[config.mk]
export PLATFORM = sky130hd
export DESIGN_NAME = rot_prio_resolver
export DESIGN_NICKNAME = d
export VERILOG_FILES = /design/src/rtl/rpr_pkg.sv /design/src/rtl/rpr_search.sv /design/src/rtl/rpr_nest_filter.sv /design/src/rtl/rot_prio_resolver.sv
export SDC_FILE = /design/constraint.sdc
export NUM_CORES = 1
export LEC_CHECK = 0
export CORE_ASPECT_RATIO = 0.7
export CORE_MARGIN = 3
export CORE_UTILIZATION = 44
export DETAILED_ROUTE_END_ITERATION = 8
export HOLD_SLACK_MARGIN = 0.03
export PLACE_DENSITY = 0.77
export SYNTH_ARGS = -nofsm -noshare
export SYNTH_HDL_FRONTEND = slang
export SYNTH_SLANG_ARGS = --single-unit
[constraint.sdc]
create_clock -name clk -period 3.55 [get_ports clk]
set_clock_uncertainty 0.05 [all_clocks]
set_input_delay 0.71 -clock clk [delete_from_list [all_inputs] [get_ports clk]]
set_output_delay 0.71 -clock clk [all_outputs]
set_load 0.01 [all_outputs]
[src/rtl/rpr_pkg.sv]
package rpr_pkg;
  localparam int DEF_NLINES  = 8;
  localparam int DEF_CASCADE = 2;
endpackage

[src/rtl/rpr_search.sv]
module rpr_search #(
  parameter int N = rpr_pkg::DEF_NLINES,
  localparam int W = $clog2(N)
) (
  input  logic [N-1:0] vec_i,
  input  logic [W-1:0] base_i,
  output logic [W:0]   prio_o
);
  always_comb begin
    logic [W-1:0] idx;
    prio_o = (W+1)'(N);
    for (int p = N - 1; p >= 0; p--) begin
      idx = W'(p) + base_i;
      if (vec_i[idx]) prio_o = (W+1)'(p);
    end
  end
endmodule

[src/rtl/rpr_nest_filter.sv]
module rpr_nest_filter #(
  parameter int N    = rpr_pkg::DEF_NLINES,
  parameter int CASC = rpr_pkg::DEF_CASCADE
) (
  input  logic [N-1:0] vec_i,
  input  logic         nested_i,
  output logic [N-1:0] vec_o
);
  for (genvar g = 0; g < N; g++) begin : g_bit
    if (g == CASC) begin : g_casc
      assign vec_o[g] = vec_i[g] & ~nested_i;
    end else begin : g_plain
      assign vec_o[g] = vec_i[g];
    end
  end
endmodule

[src/rtl/rot_prio_resolver.sv]
module rot_prio_resolver #(
  parameter int NLINES       = rpr_pkg::DEF_NLINES,
  parameter int CASCADE_LINE = rpr_pkg::DEF_CASCADE,
  localparam int W = $clog2(NLINES)
) (
  input  logic              clk,
  input  logic              rst,
  input  logic [NLINES-1:0] req_i,
  input  logic [NLINES-1:0] mask_i,
  input  logic [NLINES-1:0] insvc_i,
  input  logic [W-1:0]      base_i,
  input  logic              nested_i,
  input  logic [NLINES-1:0] probe_i,
  output logic              irq_o,
  output logic [W-1:0]      line_o,
  output logic [W:0]        probe_prio_o,
  output logic [W-1:0]      probe_line_o
);
  localparam logic [W:0] NONE = (W+1)'(NLINES);

  logic [NLINES-1:0] cand;
  logic [NLINES-1:0] isr_eff;
  logic [W:0]        req_prio;
  logic [W:0]        svc_prio;
  logic [W:0]        prb_prio;
  logic              grant;

  assign cand = req_i & ~mask_i;

  rpr_nest_filter #(.N(NLINES), .CASC(CASCADE_LINE)) u_filter (
    .vec_i(insvc_i), .nested_i(nested_i), .vec_o(isr_eff)
  );

  rpr_search #(.N(NLINES)) u_req_search (
    .vec_i(cand), .base_i(base_i), .prio_o(req_prio)
  );

  rpr_search #(.N(NLINES)) u_svc_search (
    .vec_i(isr_eff), .base_i(base_i), .prio_o(svc_prio)
  );

  rpr_search #(.N(NLINES)) u_probe_search (
    .vec_i(probe_i), .base_i(base_i), .prio_o(prb_prio)
  );

  assign grant = req_prio < svc_prio;

  always_ff @(posedge clk) begin
    if (rst) begin
      irq_o        <= 1'b0;
      line_o       <= '0;
      probe_prio_o <= NONE;
      probe_line_o <= '0;
    end else begin
      irq_o        <= grant;
      line_o       <= grant ? req_prio[W-1:0] + base_i : '0;
      probe_prio_o <= prb_prio;
      probe_line_o <= (prb_prio == NONE) ? '0 : prb_prio[W-1:0] + base_i;
    end
  end
endmodule

==> summary.md <==
| Metric | Value |
|---|---|
| H-tree levels | 1 |
| Register area share after synthesis | 12.5% |
| RSZ-0062 raised after global routing | false |
| Post-synthesis adder-cell area fraction | 7.25% |
| Final hold vios | 0 |
| CP required | 3.62 ns |
| CP peak stage delay | 0.58 ns |
| Starting density of the core | 47.9% |
| Crit-path leading delay family | multiplexers |
| Area delta synth->final | 49.9% |
| CP bufs+invs | 1 |
| Compound-Gate Fraction of Synth Area | 8.18% |
| 1st-pass router iterations | 4 |
| Most common cell after layout, fill and taps aside | clkdlybuf4s50_1 |
| Inserted Clock Buffers | 3 |
| LEAKAGE | 1.07 nW |
| Syn_nets | 205 |
| Tightest Pin Transition | 0.356 ns |
| First-pass GRT wire length | 8000 um |
| Cells after synthesis | 158 |
| Crit path max fanout | 5 |
| I/O Pins | 49 |
| Outcome | completed |
| Diode count | 0 |
| Dpl cell area | 2550 um2 |
| WL final | 4850 um |
| Slew HR | 76.0% |
| Initial antenna violation count | 0 |
| Setup crit end kind | flop |
| CP Cell Sequence | clkdlybuf4s50_1, nand2b_1, mux4_1, mux2_2, nor2b_4, a21oi_4, nand2_1, ha_1, fa_1, xor2_1, xnor2_1, a21oi_1 |
| 1st-iter DRT viols | 75 |
| # port buffers | 48 |
| WL per Instance | 16.6 um |
| Congestion Overflow GR | 0 |
| Clock sink total | 11 |
| Mux share of post-synthesis cell area | 47.0% |
| Final non-filler cell area | 2640 um2 |
| Detailed-route via count | 1693 |
| Post-Place Cells | 288 |
| Worst Path Arrival | 3.51 ns |
| Fmax | 290 MHz |
| Hold Crit Depth | 4 |
| HPWL after detailed placement | 4010 um |
| Commonest non-fill, non-tap cells in the layout | clkdlybuf4s50_1 (46), buf_4 (36), mux4_2 (16) |
| Combinational power share | 65.4% |
| Postcts setup bufs | 0 |
| Total track usage | 21.3% |
| Switch Pwr | 272 uW |
| TritonCTS clock tree | yes |
| Final core utilization | 71.8% |
| Cell area power density | 302 nW/um2 |
| Switching Fraction | 34.1% |
| Crit path kind | input port to flop |
| Hold EP | line_o[0]$_SDFF_PP0_ |
| Main combinational cell family by area after synthesis | multiplexers |
| Synth Cell Area | 1760 um2 |
| Register bit total from synthesis | 11 |
| Element type at the critical path start | input port |
| Final ANT Viol Nets | 0 |
| Root buffer cell | clkbuf_8 |
| Largest net degree at the start of global routing | 14 |
| Final Non-Filler Cells | 292 |
| Ys Warns | 0 |
| Die X | 81.6 um |
| Worst Hold Class | input port to flop |
| CP max stage cell | mux4_1 |
| Min-delay src | base_i[0] |
| Vias in the first global route | 1685 |
| Internal power | 524 uW |
| Top cell type's share of synthesized area | 19.2% |
| Fin. max-slew vios | 0 |
| Placer Congestion | 0.899 |
| Max clock buf depth | 2 |
| Dpl ws | -0.563 ns |
| Core footprint | 3670 um2 |
| Flop pwr share | 19.4% |
| Final min period | 3.44 ns |
| Clock transition at path regs | 0.05 ns |
| Post-Synth Simple-Gate Area | 16.8% |
| Synth Area in XOR/XNOR | 4.34% |
| Clock power frac | 15.1% |
| Die Area | 4810 um2 |
| Max-cap viol count | 0 |
| Synth Area per Inst | 11.1 um2 |
| Share of cells above drive strength 1 | 36.8% |
| Synth unique cells | 39 |
| Die Span Y | 58.9 um |
| Final-report setup violation count | 0 |
| Setup TNS Final | 0 ns |
| Final worst-path cycle share | 97.0% |
| Peak supply drop | 0.274 mV |
| Nets | 290 |
| Standard-cell row count | 18 |
| DR DRC count | 0 |
| Synth area leaders | mux4_2 (19%), mux4_1 (13%), dfxtp_1 (13%) |
| Final Worst Setup Slack | 0.106 ns |
| Vias per cell | 5.80 |
| Cell taking the most area after synthesis | mux4_2 |
## metrics by stage
stage / hold slack (ns) / total power, mW
after floorplan: 0.725 / 0.436
after global placement: 1.36 / 0.633
after detailed placement: 1.37 / 0.657
after CTS: 1.12 / 0.792
after global routing: 1.10 / 0.847
final: 1.07 / 0.796
## routing by layer
layer	track usage (%)	part of all wire [%]	vias up
met4	2.37	0	0
met1	28.3	43	834
li1	-	-	788
met3	2.60	5.5	0
met2	38.7	52	71
met5	0	0	-
## timing repair
action | in CTS | in global routing
endpoints found under the setup margin | 6 | 6
hold endpoints to repair | 0 | 0
hold buffers | 0 | 0
pin swaps | 6 | 1
gates resized for setup | 14 | 3
## state kept, by name, indices dropped and copies added (netlist names)
signal        cells
irq_o             1
line_o            3
probe_line_o      3
probe_prio_o      4
## synthesized netlist by cell type
| cell type | n |
|---|---|
| dfxtp_1 | 11 |
| or2_1 | 1 |
| buf_1 | 1 |
| fa_1 | 2 |
| a21boi_1 | 2 |
| nand4_2 | 1 |
| nor3_1 | 4 |
| nor2b_1 | 3 |
| nand4_1 | 4 |
| a211oi_1 | 1 |
| a31oi_1 | 2 |
| o211ai_1 | 2 |
| buf_6 | 2 |
| mux2_4 | 1 |
| mux4_1 | 9 |
| inv_1 | 5 |
| nand2_1 | 12 |
| nor2_1 | 8 |
| a21oi_4 | 1 |
| nand3_1 | 2 |
| nand2b_1 | 9 |
| mux2_2 | 14 |
| ha_1 | 7 |
| and4b_1 | 1 |
| o21ai_0 | 6 |
| mux2i_1 | 8 |
| nor2b_4 | 2 |
| a211oi_2 | 2 |
| or2_2 | 1 |
| inv_6 | 1 |
| nor2b_2 | 1 |
| o21a_1 | 1 |
| xnor2_1 | 2 |
| xor2_1 | 3 |
| a21oi_1 | 3 |
| and2_1 | 3 |
| buf_2 | 3 |
| mux4_2 | 15 |
| xnor2_2 | 2 |
## power by group through the flow
stage	clock (mW)	combinational, mW	sequential [mW]
finish	0.121	0.521	0.155
global route	0.128	0.562	0.157
CTS	0.123	0.515	0.155
detailed placement	0	0.501	0.157
global placement	0	0.477	0.156
floorplan	0	0.266	0.170
## cell families (layout without fill, tap and decap cells)
logic type	count (synthesis)	after routing
AO/OA/AOI/OAI	20	20
XOR/XNOR	7	7
adder cells (fa/ha/maj)	9	9
buffers and inverters	12	96
flip-flops	11	11
multiplexers	47	47
AND/OR/NAND/NOR	52	52
## layout make-up
class | count | area [um2]
tap | 50 | 62.6
sequential | 11 | 220
timing repair buffer | 86 | 767
inverter | 6 | 27.5
fill | 253 | 1030
multi-input combinational | 135 | 1510
clock buffer | 4 | 45.0
## worst max-delay path by stage
stage / start / endpoint / slack [ns] / cells past startpoint
6_report: mask_i[4] / line_o[2]$_SDFF_PP0_ / 0.11 / 12
5_1_grt: base_i[2] / probe_line_o[2]$_SDFF_PP0_ / 0.004 / 14
4_1_cts: base_i[0] / line_o[0]$_SDFF_PP0_ / 0.007 / 13
3_5_place_dp: base_i[0] / line_o[0]$_SDFF_PP0_ / -0.56 / 13
3_3_place_gp: base_i[0] / line_o[0]$_SDFF_PP0_ / -0.45 / 14
2_1_floorplan: base_i[1] / line_o[2]$_SDFF_PP0_ / 0.05 / 14
## worst min-delay path: stages
cell	delay, ns
clkbuf_2	0.18
buf_4	0.15
ha_1	0.12
a21boi_1	0.15
Note: power is estimated with default switching activity, not from simulation.
